<file path="src/rtl/nand_host_pkg.sv">
`timescale 1ns/1ps
package nand_host_pkg;
    typedef enum logic [1:0] {
        E_CMD  = 2'd0,
        E_ADDR = 2'd1,
        E_DATA = 2'd2,
        E_READ = 2'd3
    } entry_kind_e;

    typedef struct packed {
        entry_kind_e kind;
        logic [7:0]  byte_v;
    } bus_entry_t;

    localparam logic [3:0] A_CTRL   = 4'h0;
    localparam logic [3:0] A_STAT   = 4'h1;
    localparam logic [3:0] A_IRQ    = 4'h2;
    localparam logic [3:0] A_MASK   = 4'h3;
    localparam logic [3:0] A_CMD    = 4'h4;
    localparam logic [3:0] A_ADDR   = 4'h5;
    localparam logic [3:0] A_DATA   = 4'h6;
    localparam logic [3:0] A_RDREQ  = 4'h7;
    localparam logic [3:0] A_RDDATA = 4'h8;

    localparam int CTRL_W = 10;
    localparam int FLAG_W = 5;
    localparam int DLY_W  = 4;
endpackage

</file>
<file path="src/rtl/nand_wbuf.sv">
`timescale 1ns/1ps
module nand_wbuf #(
    parameter int DEPTH = 4,
    parameter int W     = 10
) (
    input  logic         clk,
    input  logic         rst_n,
    input  logic         push,
    input  logic [W-1:0] din,
    input  logic         pop,
    output logic [W-1:0] dout,
    output logic         full,
    output logic         empty
);
    localparam int PW = (DEPTH > 1) ? $clog2(DEPTH) : 1;
    localparam int CW = $clog2(DEPTH + 1);

    logic [W-1:0]  mem [DEPTH];
    logic [PW-1:0] wr_ptr, rd_ptr;
    logic [CW-1:0] cnt;
    logic          push_ok, pop_ok;

    assign full    = (cnt == CW'(DEPTH));
    assign empty   = (cnt == '0);
    assign push_ok = push && !full;
    assign pop_ok  = pop && !empty;
    assign dout    = mem[rd_ptr];

    always_ff @(posedge clk) begin
        if (push_ok) mem[wr_ptr] <= din;
    end

    always_ff @(posedge clk or negedge rst_n) begin
        if (!rst_n) begin
            wr_ptr <= '0;
            rd_ptr <= '0;
            cnt    <= '0;
        end else begin
            if (push_ok) wr_ptr <= (wr_ptr == PW'(DEPTH - 1)) ? '0 : wr_ptr + PW'(1);
            if (pop_ok)  rd_ptr <= (rd_ptr == PW'(DEPTH - 1)) ? '0 : rd_ptr + PW'(1);
            if (push_ok && !pop_ok)      cnt <= cnt + CW'(1);
            else if (pop_ok && !push_ok) cnt <= cnt - CW'(1);
        end
    end

    // the sequencer never takes an entry from an empty buffer
    a_r6_no_pop_empty: assert property (@(posedge clk) disable iff (!rst_n)
        pop |-> !empty);
    // a write into a full buffer without a pop leaves it full (dropped)
    a_r8_full_drop: assert property (@(posedge clk) disable iff (!rst_n)
        (full && push && !pop) |=> full);
endmodule

</file>
<file path="src/rtl/nand_strobe_seq.sv">
`timescale 1ns/1ps
module nand_strobe_seq
    import nand_host_pkg::*;
#(
    parameter int CNT_W = DLY_W
) (
    input  logic             clk,
    input  logic             rst_n,
    input  bus_entry_t       head,
    input  logic             head_valid,
    input  logic             rdy_i,
    input  logic [CNT_W-1:0] wr_dly,
    input  logic [CNT_W-1:0] rd_dly,
    input  logic [7:0]       nf_din,
    output logic             pop,
    output logic             nf_cle,
    output logic             nf_ale,
    output logic             nf_we_n,
    output logic             nf_re_n,
    output logic             nf_doe,
    output logic [7:0]       nf_dout,
    output logic             rd_done,
    output logic             wr_done,
    output logic             wr_active,
    output logic [7:0]       rd_byte
);
    typedef enum logic [1:0] {S_IDLE, S_STROBE, S_GAP} seq_state_e;

    seq_state_e       state, state_nx;
    bus_entry_t       cur;
    logic [CNT_W-1:0] cnt;
    logic             launch, finish, strobing, cur_rd;

    assign launch = head_valid && ((head.kind != E_READ) || rdy_i)
                    && ((state == S_IDLE) || (state == S_GAP));
    assign pop    = launch;
    assign finish = (state == S_STROBE) && (cnt == '0);
    assign cur_rd = (cur.kind == E_READ);

    always_comb begin
        state_nx = state;
        unique case (state)
            S_IDLE:   state_nx = launch ? S_STROBE : S_IDLE;
            S_STROBE: state_nx = (cnt == '0) ? S_GAP : S_STROBE;
            S_GAP:    state_nx = launch ? S_STROBE : S_IDLE;
            default:  state_nx = S_IDLE;
        endcase
    end

    always_ff @(posedge clk or negedge rst_n) begin
        if (!rst_n) state <= S_IDLE;
        else        state <= state_nx;
    end

    always_ff @(posedge clk or negedge rst_n) begin
        if (!rst_n) begin
            cur     <= '{kind: E_DATA, byte_v: 8'h00};
            cnt     <= '0;
            rd_byte <= '0;
        end else begin
            if (launch) begin
                cur <= head;
                cnt <= (head.kind == E_READ) ? rd_dly : wr_dly;
            end else if ((state == S_STROBE) && (cnt != '0)) begin
                cnt <= cnt - CNT_W'(1);
            end
            if (finish && cur_rd) rd_byte <= nf_din;
        end
    end

    always_comb begin
        strobing  = (state == S_STROBE);
        nf_cle    = strobing && (cur.kind == E_CMD);
        nf_ale    = strobing && (cur.kind == E_ADDR);
        nf_we_n   = !(strobing && !cur_rd);
        nf_re_n   = !(strobing && cur_rd);
        nf_doe    = strobing && !cur_rd;
        nf_dout   = cur.byte_v;
        wr_active = strobing && !cur_rd;
        rd_done   = finish && cur_rd;
        wr_done   = finish && !cur_rd;
    end

    // the idle clock always follows a strobe
    a_r6_gap_after_strobe: assert property (@(posedge clk) disable iff (!rst_n)
        (state == S_GAP) |-> ($past(state) == S_STROBE));
    // a read strobe only begins after the device was seen ready
    a_r7_read_needs_ready: assert property (@(posedge clk) disable iff (!rst_n)
        $fell(nf_re_n) |-> $past(rdy_i));
    // write and read strobes never overlap
    a_r3_single_strobe: assert property (@(posedge clk) disable iff (!rst_n)
        !(!nf_we_n && !nf_re_n));
    // command and address latch enables are exclusive
    a_r4_latch_exclusive: assert property (@(posedge clk) disable iff (!rst_n)
        !(nf_cle && nf_ale));
endmodule

</file>
<file path="src/rtl/nand_host_if.sv">
`timescale 1ns/1ps
module nand_host_if
    import nand_host_pkg::*;
#(
    parameter int DATA_W      = 16,
    parameter int FIFO_DEPTH  = 4,
    parameter int SYNC_STAGES = 2
) (
    input  logic              clk,
    input  logic              rst_n,
    input  logic              reg_wr,
    input  logic [3:0]        reg_addr,
    input  logic [DATA_W-1:0] reg_wdata,
    output logic [DATA_W-1:0] reg_rdata,
    output logic              irq,
    output logic              nf_cle,
    output logic              nf_ale,
    output logic              nf_we_n,
    output logic              nf_re_n,
    output logic              nf_doe,
    output logic [7:0]        nf_dout,
    input  logic [7:0]        nf_din,
    input  logic              nf_rdy
);
    localparam int EW  = $bits(bus_entry_t);
    localparam int RCW = $clog2(FIFO_DEPTH + 2);

    logic [SYNC_STAGES-1:0] sync_q;
    logic                   rdy_s, rdy_prev, full_prev;
    logic [CTRL_W-1:0]      ctrl_q;
    logic [FLAG_W-1:0]      mask_q, irq_q, irq_ev, irq_clr, stat;
    logic [RCW-1:0]         rd_cnt;
    bus_entry_t             fifo_in, fifo_out;
    logic                   fifo_wr, fifo_full, fifo_empty, fifo_pop;
    logic                   rd_done, wr_done, wr_active, rd_accept;
    logic [7:0]             rd_byte;
    logic                   unused_wbits;

    assign unused_wbits = ^reg_wdata[DATA_W-1:CTRL_W];
    assign rdy_s        = sync_q[SYNC_STAGES-1];

    always_comb begin
        fifo_wr      = 1'b0;
        fifo_in.kind = E_DATA;
        unique case (reg_addr)
            A_CMD:   begin fifo_wr = reg_wr; fifo_in.kind = E_CMD;  end
            A_ADDR:  begin fifo_wr = reg_wr; fifo_in.kind = E_ADDR; end
            A_DATA:  begin fifo_wr = reg_wr; fifo_in.kind = E_DATA; end
            A_RDREQ: begin fifo_wr = reg_wr; fifo_in.kind = E_READ; end
            default: ;
        endcase
        fifo_in.byte_v = reg_wdata[7:0];
    end

    assign rd_accept = fifo_wr && !fifo_full && (fifo_in.kind == E_READ);

    nand_wbuf #(.DEPTH(FIFO_DEPTH), .W(EW)) i_wbuf (
        .clk   (clk),
        .rst_n (rst_n),
        .push  (fifo_wr),
        .din   (fifo_in),
        .pop   (fifo_pop),
        .dout  (fifo_out),
        .full  (fifo_full),
        .empty (fifo_empty)
    );

    nand_strobe_seq i_seq (
        .clk        (clk),
        .rst_n      (rst_n),
        .head       (fifo_out),
        .head_valid (!fifo_empty),
        .rdy_i      (rdy_s),
        .wr_dly     (ctrl_q[3:0]),
        .rd_dly     (ctrl_q[7:4]),
        .nf_din     (nf_din),
        .pop        (fifo_pop),
        .nf_cle     (nf_cle),
        .nf_ale     (nf_ale),
        .nf_we_n    (nf_we_n),
        .nf_re_n    (nf_re_n),
        .nf_doe     (nf_doe),
        .nf_dout    (nf_dout),
        .rd_done    (rd_done),
        .wr_done    (wr_done),
        .wr_active  (wr_active),
        .rd_byte    (rd_byte)
    );

    always_comb begin
        irq_ev[0] = rdy_s && !rdy_prev;
        irq_ev[1] = fifo_wr && fifo_full;
        irq_ev[2] = full_prev && !fifo_full;
        irq_ev[3] = rd_done;
        irq_ev[4] = wr_done && fifo_empty;
        irq_clr   = (reg_wr && (reg_addr == A_IRQ)) ? reg_wdata[FLAG_W-1:0] : '0;
        stat      = {fifo_empty, (rd_cnt != '0), (!fifo_empty || wr_active),
                     fifo_full, rdy_s};
    end

    always_ff @(posedge clk or negedge rst_n) begin
        if (!rst_n) begin
            sync_q    <= '0;
            rdy_prev  <= 1'b0;
            full_prev <= 1'b0;
            ctrl_q    <= '0;
            mask_q    <= '0;
            irq_q     <= '0;
            rd_cnt    <= '0;
        end else begin
            sync_q    <= {sync_q[SYNC_STAGES-2:0], nf_rdy};
            rdy_prev  <= rdy_s;
            full_prev <= fifo_full;
            irq_q     <= (irq_q & ~irq_clr) | irq_ev;
            if (reg_wr && (reg_addr == A_CTRL)) ctrl_q <= reg_wdata[CTRL_W-1:0];
            if (reg_wr && (reg_addr == A_MASK)) mask_q <= reg_wdata[FLAG_W-1:0];
            if (rd_accept && !rd_done)      rd_cnt <= rd_cnt + RCW'(1);
            else if (rd_done && !rd_accept) rd_cnt <= rd_cnt - RCW'(1);
        end
    end

    always_comb begin
        reg_rdata = '0;
        unique case (reg_addr)
            A_CTRL:   reg_rdata = DATA_W'(ctrl_q);
            A_STAT:   reg_rdata = DATA_W'(stat);
            A_IRQ:    reg_rdata = DATA_W'(irq_q);
            A_MASK:   reg_rdata = DATA_W'(mask_q);
            A_RDDATA: reg_rdata = DATA_W'(rd_byte);
            default:  reg_rdata = '0;
        endcase
    end

    assign irq = |(irq_q & mask_q);

    // a buffer write while full raises the overflow flag
    a_r8_no_overflow_loss: assert property (@(posedge clk) disable iff (!rst_n)
        (fifo_wr && fifo_full) |=> irq_q[1]);
    // a finished read leaves the ready flag set
    a_r5_ready_flag: assert property (@(posedge clk) disable iff (!rst_n)
        rd_done |=> irq_q[3]);
    // a W1C of the ready flag with no new read clears it
    a_r10_w1c_clears: assert property (@(posedge clk) disable iff (!rst_n)
        (reg_wr && (reg_addr == A_IRQ) && reg_wdata[3] && !rd_done) |=> !irq_q[3]);
endmodule

</file>
<file path="config.mk">
export PLATFORM = sky130hd
export DESIGN_NAME = nand_host_if
export DESIGN_NICKNAME = d
export VERILOG_FILES = /design/src/rtl/nand_host_pkg.sv /design/src/rtl/nand_wbuf.sv /design/src/rtl/nand_strobe_seq.sv /design/src/rtl/nand_host_if.sv
export SDC_FILE = /design/constraint.sdc
export NUM_CORES = 1
export LEC_CHECK = 0
export CAP_MARGIN = 15
export CORE_MARGIN = 8
export CORE_UTILIZATION = 34
export CTS_CLUSTER_SIZE = 10
export DETAILED_ROUTE_END_ITERATION = 10
export PLACE_DENSITY = 0.53
export SETUP_SLACK_MARGIN = 0.4
export SYNTH_ARGS = -nofsm -noshare
export SYNTH_HDL_FRONTEND = slang
export SYNTH_SLANG_ARGS = --single-unit
</file>
<file path="constraint.sdc">
create_clock -name clk -period 7.4 [get_ports clk]
set_input_delay 1.48 -clock clk [delete_from_list [all_inputs] [get_ports clk]]
set_output_delay 1.48 -clock clk [all_outputs]
set_load 0.02 [all_outputs]
</file>
* After elaboration in Yosys (flattened, before gate mapping)
Memory sizes are Yosys's and may differ from the RTL's.
Index checks and enable logic that the tools add are counted.
** Word-level totals
- Bits in registers :: 58
- Bits in writable memories :: 40
- Input port bits :: 32
- Output and inout port bits :: 30
- Logic and storage cells :: 113
- Memories kept :: 1
** Memories
- i_wbuf.mem :: depth 4, width 10, rd ports 1, clocked after memory_dff 0, wr ports 1, RTL line nand_wbuf.sv:18 : logic [W-1:0] mem [DEPTH];
** Cells by class
- Add/subtract/negate cells :: 7
- Eq/ne operators :: 18
- Mux-type cells :: 18
- Bitwise logic cells :: 4
- Reduce and logical (&&, ||, !) cells :: 50
** Operators by type and width (number)
- one-hot mux 10 bit (5 select lines) :: 1
- logical AND 1 bit :: 24
- equality test 4 x 3 -> 1 bit (second input constant) :: 4
- equality test 2 bit (second input constant) :: 6
- 2-to-1 mux 3 bit :: 4
- 2-to-1 mux 4 bit :: 3
- AND 5 bit :: 2
- zero test 1 bit :: 10
- equality test 4 x 2 -> 1 bit (second input constant) :: 2
- zero test 4 bit :: 2
- adder 3 x 1 -> 3 bit (second input constant) :: 2
- 2-to-1 mux 2 bit :: 3
- one-hot mux 2 bit (3 select lines) :: 1
- nonzero test 2 bit :: 3
- subtractor 3 x 1 -> 3 bit (second input constant) :: 2
- 2-to-1 mux 5 bit :: 1
- NOT 5 bit :: 1
- bitwise OR 5 bit :: 1
- OR reduction 5 bit :: 1
- adder 2 x 1 -> 2 bit (second input constant) :: 2
- equality test 2 x 1 -> 1 bit (second input constant) :: 2
- equality test 4 x 1 -> 1 bit (second input constant) :: 1
- equality test 4 bit (second input constant) :: 1
- zero test 2 bit :: 2
- other kinds (11) :: 16

* Logic depth before layout (Yosys ltp)
Gate-level depths: netlist (run 1).
- Word-level depth :: 9
- Mapped depth :: 12
- Depth with buffers taken out :: 11

* By module
From an unflattened synthesis (run 1), not the netlist that was laid out.
** Second synthesis, totals
- Cells, all modules :: 320
- Area, all modules :: 4591.9 um^2
** By module, submodules not included
- nand_wbuf :: times used 1, cells each 89, area an instance 1895.6 um^2, seq. area each 1376.3 um^2
- nand_host_if :: times used 1, cells each 129, area an instance 1496.4 um^2, seq. area each 675.6 um^2
- nand_strobe_seq :: times used 1, cells each 102, area an instance 1199.9 um^2, seq. area each 601.8 um^2

* Worst setup path after synthesis (run 1)
OpenSTA, ideal clock, no wires.
- Path kind :: input to output
- From :: in reg_addr[1]
- To :: out reg_rdata[2]
- Arrival time :: 2739 ps
- Data required time :: 5920 ps
- Path slack :: 3181 ps
- Stages :: 6
- Buffers on the path :: 2
- Cells stage by stage :: clkbuf_1 > clkbuf_1 > nand3b_1 > a21oi_1 > a31oi_1 > a21oi_1
** On the way
- Word-level cells in the longest chain between the ends :: 2
** RTL lines
- start, declared :: RTL line nand_host_if.sv:12 : input logic [3:0] reg_addr,
- equality test 4 bit, or another cell as far along :: RTL line nand_host_if.sv:124 : unique case (reg_addr)
- one-hot mux 10 bit (5 select lines) (*) :: RTL line nand_host_if.sv:124
- end, declared :: RTL line nand_host_if.sv:14 : output logic [DATA_W-1:0] reg_rdata,
Every way passes the cells marked *; elsewhere a longest branch is shown, timed or not.

* Worst setup path after layout (run 1)
Ends and elaborated chain as after synthesis.

==> results of run 1 <==
==> cell usage after synthesis, types with 4 or more instances <==
cell / number
dfrtp_1: 57
edfxtp_1: 40
mux2_2: 20
nand2_1: 15
buf_4: 14
inv_1: 13
nor2_1: 13
mux2_1: 12
mux4_2: 12
a21oi_1: 11
ha_1: 8
nand3_1: 7
clkbuf_1: 6
mux2i_1: 6
nand2b_1: 6
and2_1: 5
and3_1: 5
mux2_4: 5
xor2_1: 5
a22oi_1: 4
nor2b_1: 4
==> metal layers <==
layer	routed length, um	up-vias	share of wire (%)	track usage (%)
met5	0	-	0	0
met4	165	0	1.8	4.32
met3	537	13	5.8	4.18
met2	4240	62	46	18.5
met1	4260	1279	46	14.5
li1	-	1212	-	-
==> power by group through the flow <==
| stage | Combinational (mW) | Clock, mW | Sequential [mW] |
|---|---|---|---|
| 3_5_place_dp | 0.669 | 0 | 0.850 |
| 5_1_grt | 0.733 | 0.498 | 0.861 |
| 2_1_floorplan | 0.538 | 0 | 0.790 |
| 4_1_cts | 0.674 | 0.478 | 0.839 |
| 3_3_place_gp | 0.660 | 0 | 0.846 |
| 6_report | 0.662 | 0.464 | 0.835 |
==> critical path: stages <==
cell and delay [ns]:
clkdlybuf4s50_1 0.80, nor2_1 0.53, a31oi_1 0.15, a21oi_1 0.21
clkdlybuf4s50_1 0.66
==> sequential cells by signal (all words and copies together) (netlist names) <==
name and count:
i_wbuf.mem 40, full_prev 1, sync_q 2, ctrl_q 10
rdy_prev 1, rd_cnt 3, i_seq.cnt 4, irq_q 5
i_wbuf.wr_ptr 2, mask_q 5, i_seq.nf_dout 8, i_seq.rd_byte 8
i_wbuf.rd_ptr 2, i_seq.state 2, i_seq.cur 2, i_wbuf.cnt 3
==> through the flow <==
stage,instance area (um2),std cells
floorplan,4480,321
detailed placement,5040,522
finish,5330,538
CTS,5330,538
global route,5330,538
global placement,5040,522
==> logic make-up after synthesis <==
logic type	count (synthesis)	share of synthesized area, %
AO/OA/AOI/OAI	34	5.30
XOR/XNOR	8	1.57
AND/OR/NAND/NOR	71	8.60
other	1	0.0840
buffers and inverters	39	4.71
multiplexers	55	17.2
adder cells (fa/ha/maj)	10	3.14
flip-flops	98	59.4
==> worst max path at each step <==
stage                           start      endpoint  slack [ns]  cells after the start
after global placement    reg_addr[1]  reg_rdata[2]        2.09                      5
after global routing      reg_addr[1]  reg_rdata[2]        1.92                      5
after floorplan           reg_addr[1]  reg_rdata[2]        3.18                      6
after detailed placement  reg_addr[1]  reg_rdata[2]        2.10                      5
final                     reg_addr[1]  reg_rdata[2]        2.09                      5
after CTS                 reg_addr[1]  reg_rdata[2]        2.07                      5
==> cell type report <==
| cell class | count | area share [%] |
|---|---|---|
| Clock inverter | 6 | 1.20 |
| Multi-Input combinational cell | 184 | 30.4 |
| Inverter | 14 | 0.986 |
| Clock buffer | 10 | 4.29 |
| Tap cell | 176 | 4.13 |
| Sequential cell | 98 | 49.8 |
| Timing Repair Buffer | 50 | 9.25 |
==> impl_results.md, run 1 <==
* CTS tree: built
* Setup bufs post-CTS at 0
* Relative slew slack at 48.9%
* Achievable Freq at 0.188 GHz
* Detailed placement HPWL at ~6.5 mm
* Hold Path Cell Cnt at 0
* Antenna Cells at 0
* Layout Nets at 399
* Reported net switching power at 0.634 mW
* Pin count of the biggest net entering global routing at 59
* Final total power at approximately 2.0 mW
* Total negative slack at 0 ns
* Hold WC Path Type: flop to flop
* Least-Margin Pin Slew at 0.767 ns
* Area growth, synth to finish at 19.4%
* Core Util, Final at 40.9%
* Cts-stage hold buffer count at 0
* PostCTS Resize Cnt at 0
* Fin Hold WS at 0.349 ns
* Worst reg2reg setup slack at 4.30 ns
* Switching share of power at 32.3%
* Synth Cell Area at 4460 um2
* CTS Sinks at 98
* Reg2reg path depth at 8
* Hold endpoint: sync_q[1]$_DFF_PN0_
* Prevailing post-synth register cell: dfrtp_1
* Post-synthesis sequential area ratio at 59.4%
* Max-slew violations at 0
* Unique masters post-synth at 52
* Starting density of the core at 34.3%
* CTS Root Cell: clkbuf_16
* I/O Pins at 62
* Clk pwr share at about a quarter
* Status: finished clean
* Total number of yosys warnings at 0
* Crit path arrival time at 3.83 ns
* Floorplan row count at 42
* Hold Startpoint: sync_q[0]$_DFF_PN0_
* Mean Syn Cell Area at 14.1 um2
* Max VDD drop at 168 uV
* Wire per inst at 17.1 um
* Vias at between 2,000 and 3,000
* Worst reg2reg startpoint: i_wbuf.rd_ptr[0]$_DFFE_PN0P_
* Mapped Cells at 316
* Antenna-violating nets left at 0
* Post-synth top area share at 32.0%
* P per Cell Area at 368 nW/um2
* Critical-path maximum fanout at 20
* Critical path startpoint category: input pin
* Number of synthesized register bits at 98
* Clk pin slew, worst setup/hold paths at 0.06 ns
* Routability Congestion at 0.762
* Hold Vio Cnt, Final at 0
* H-tree depth at 3
* Ratio of cells with drive above 1 in the final layout at 16.0%
* Top post-synthesis cells by area: dfrtp_1, edfxtp_1, mux4_2, mux2_2, mux2_1
* Num CTS Buffers at 9
* Multi-input gate area in the final layout at 1620 um2
* Synth area leader: dfrtp_1
* Die ar. at 17,100 um2
* PnR worst setup slack at 2.09 ns
* Core ar. at 13,000 um2
* Clock period minus worst slack at 5.31 ns
* Initial antenna violation count at 0
* Setup-failing EPs final at 0
* Most frequent cells in the layout: dfrtp_1, clkdlybuf4s50_1, edfxtp_1
* Worst slack at placement at 2.10 ns
* Filler cell count in the final layout at 1,245
* # Max-Cap Violations at 0
* CP required at 5.92 ns
* Comb pwr share at roughly a third
* Async SR Flop Fraction at 59.2%
* First DRT Iteration DRCs at ~140
* CP Class: input pin to output port
* Skew-Pair Late Insertion Delay at 0.35 ns
* RSZ-0062 raised after global routing: no
* Buffers on Ports at 49
* DIE HEIGHT at 131 um
* Post-synth EDFFs at 40
* Worst Setup End Kind: output port
* Vias in the first global route at 2,704
* Total routed wirelength at 9.21 mm
* Drt pass-1 iters at 4
* Leak at 2.08 nW
* Layout Skew at 0.0109 ns
* Sequential power share at 42.6%
* Sequential Area at between 2000 and 3000 um2
* DR DRC count at 0
* Period Utilization, post-route at a little under three quarters
* Gr usage total at 11.7%
* Max Root-Sink Buffers at 2
* GRT overflow at 0
* DR vias/cell at about 4.8
* Int Power at 1.33 mW
* DIE WIDTH at 131 um
* Commonest non-fill, non-tap cell in the layout: dfrtp_1
* First-pass GRT wire length at ~15 mm
* R2R Path End: i_wbuf.cnt[1]$_DFFE_PN0P_
No activity file was read; power rests on OpenSTA's default activity.
==> run 2, diff against run 1 <==
clock period = 4.9 ns   (was 7.4 ns; I/O delays follow)
==> impl_results.md, run 2 (same netlist as run 1, synthesis figures left out) <==
* Wire per inst at 17.6 um (was 17.1 um)
* Core ar. at 13,000 um2 (unchanged)
* Clk pwr share at 24.4% (was 23.6%)
* Layout Nets at 399 (unchanged)
* Achievable Freq at 0.234 GHz
* CP required at 3.92 ns (was 5.92 ns)
* H-tree depth at 3 (unchanged)
* Status: finished clean (unchanged)
* Relative slew slack at 47.8% (was 48.9%)
* Max VDD drop at 274 uV (was 168 uV)
* # Max-Cap Violations at 0 (unchanged)
* Vias in the first global route at 2,737 (was 2,704)
* Floorplan row count at 42 (unchanged)
* Comb pwr share at 33.4% (was 33.7%)
* DIE HEIGHT at 131 um (unchanged)
* Drt pass-1 iters at 4 (unchanged)
* Hold WC Path Type: flop to flop (unchanged)
* Leak at 2.09 nW (was 2.08 nW)
* Period Utilization, post-route at 87.3%
* Least-Margin Pin Slew at 0.784 ns (was 0.767 ns)
* CTS Root Cell: clkbuf_16 (unchanged)
* First DRT Iteration DRCs at 171 (was 137)
* Filler cell count in the final layout at 1,272 (was 1,245)
* I/O Pins at 62 (unchanged)
* Starting density of the core at 34.3% (unchanged)
* Cts-stage hold buffer count at 0 (unchanged)
* Largest registers: i_wbuf.mem: 40 flops, ctrl_q: 10 flops (unchanged)
* Die ar. at 17,100 um2 (unchanged)
* Num CTS Buffers at 9 (unchanged)
* Biggest register: i_wbuf.mem (unchanged)
* Placed Cells at 522 (unchanged)
* Commonest non-fill, non-tap cell in the layout: dfrtp_1 (unchanged)
* Crit path arrival time at 3.30 ns (was 3.83 ns)
* First-pass GRT wire length at 15.3 mm (was 14.8 mm)
* Max-slew violations at 0 (unchanged)
* PostCTS Resize Cnt at 0 (unchanged)
* Multi-input gate area in the final layout at 1620 um2 (unchanged)
* Reported net switching power at 0.981 mW (was 0.634 mW)
* DR DRC count at 0 (unchanged)
* RSZ-0062 raised after global routing: no (unchanged)
* Area growth, synth to finish at 19.6% (was 19.4%)
* DR vias/cell at 4.81 (was 4.77)
* Worst reg2reg setup slack at 1.80 ns (was 4.30 ns)
* Switching share of power at 32.8% (was 32.3%)
* GRT overflow at 0 (unchanged)
* Total routed wirelength at 9.48 mm (was 9.21 mm)
* P per Cell Area at 560 nW/um2 (was 368 nW/um2)
* Max Root-Sink Buffers at 2 (unchanged)
* CTS Sinks at 98 (unchanged)
* Fin cells at 538 (unchanged)
* Ratio of cells with drive above 1 in the final layout at 16.6% (was 16.0%)
* Pin count of the biggest net entering global routing at 59 (unchanged)
* Antenna-violating nets left at 0 (unchanged)
* Antenna Cells at 0 (unchanged)
* Clk pin slew, worst setup/hold paths at 0.07 ns (was 0.06 ns)
* Sequential power share at 42.2% (was 42.6%)
* Initial antenna violation count at 0 (unchanged)
* Skew-Pair Late Insertion Delay at 0.34 ns (was 0.35 ns)
* Detailed placement HPWL at 6.63 mm (was 6.54 mm)
* Most frequent cells in the layout: dfrtp_1, clkdlybuf4s50_1, edfxtp_1 (unchanged)
* Vias at 2,586 (was 2,566)
* DIE WIDTH at 131 um (unchanged)
* Core Util, Final at 41.0% (was 40.9%)
* Max reg flops at 40 (unchanged)
* Setup bufs post-CTS at 0 (unchanged)
* Gr usage total at 12.0% (was 11.7%)
* Setup-failing EPs final at 0 (unchanged)
* Worst Setup End Kind: output port (unchanged)
* CP Class: input pin to output port (unchanged)
* Clock period minus worst slack at 4.28 ns
* Critical-path maximum fanout at 20 (unchanged)
* Buffers on Ports at 49 (unchanged)
* Sequential Area at 2650 um2 (unchanged)
* Critical path startpoint category: input pin (unchanged)
* CTS tree: built (unchanged)
* Hold Vio Cnt, Final at 0 (unchanged)
* Int Power at 2.01 mW (was 1.33 mW)
* Layout Skew at 0.00533 ns (was 0.0109 ns)
* Total negative slack at 0 ns (unchanged)
* Routability Congestion at 0.768 (was 0.762)
-- run 2: changes by cell type in the layout (fill, tap and decap cells not counted) --
cell / delta
clkinvlp_4: -1
inv_8: +1
inv_6: -1
clkinv_2: +1
clkinv_4: +2
clkinv_1: -1
clkbuf_1: -1
-- run 2: final timing paths --
kind                                               from                      endpoint  depth (start not counted)
max                                         reg_addr[1]                  reg_rdata[2]                          5
min                                 sync_q[0]$_DFF_PN0_           sync_q[1]$_DFF_PN0_                          0
max reg2reg                i_wbuf.rd_ptr[0]$_DFFE_PN0P_     i_wbuf.cnt[1]$_DFFE_PN0P_                          8
min reg2reg                         sync_q[0]$_DFF_PN0_           sync_q[1]$_DFF_PN0_                          0
max in group asynchronous                         rst_n  i_seq.rd_byte[3]$_DFFE_PN0P_                          2
min in group asynchronous                         rst_n  i_seq.nf_dout[2]$_DFFE_PN0N_                          2
-- run 2: cell type report --
type / count / share of cell area [%]
flip-flops and latches: 98 / 49.7
inverters: 14 / 0.984
well taps: 176 / 4.12
repair buffers: 50 / 9.23
multi-input cells: 184 / 30.3
clock buffers: 9 / 4.22
clock inverters: 7 / 1.45
-- run 2: per-stage QoR --
stage                     worst slack (ns)  power, mW  cell area [um2]  hold slack, ns
final                                0.621       2.99             5340           0.350
after global routing                 0.427       3.18             5340           0.359
after CTS                            0.632       3.03             5340           0.352
after detailed placement             0.650       2.30             5040           0.336
after global placement               0.628       2.27             5040           0.335
after floorplan                       1.68       2.01             4480           0.331
-- run 2: critical path, stage by stage --
cell             delay, ns
clkdlybuf4s50_1       0.80
nor2_1                0.54
a31oi_1               0.15
a21oi_1               0.19
clkdlybuf4s50_1       0.63
-- run 2: metal layers --
layer | global-route usage [%] | share of wire (%) | vias up
met1 | 15.7 | 47 | 1301
met5 | 0 | 0 | -
met4 | 5.47 | 1.7 | 0
met2 | 18.1 | 45 | 57
li1 | - | - | 1218
met3 | 3.65 | 6.3 | 10
-- run 2: power groups by stage --
stage	clock network [mW]	logic, mW	registers (mW)
6_report	0.728	0.998	1.26
5_1_grt	0.778	1.10	1.30
4_1_cts	0.744	1.02	1.27
3_5_place_dp	0	1.02	1.29
3_3_place_gp	0	0.995	1.28
2_1_floorplan	0	0.813	1.19
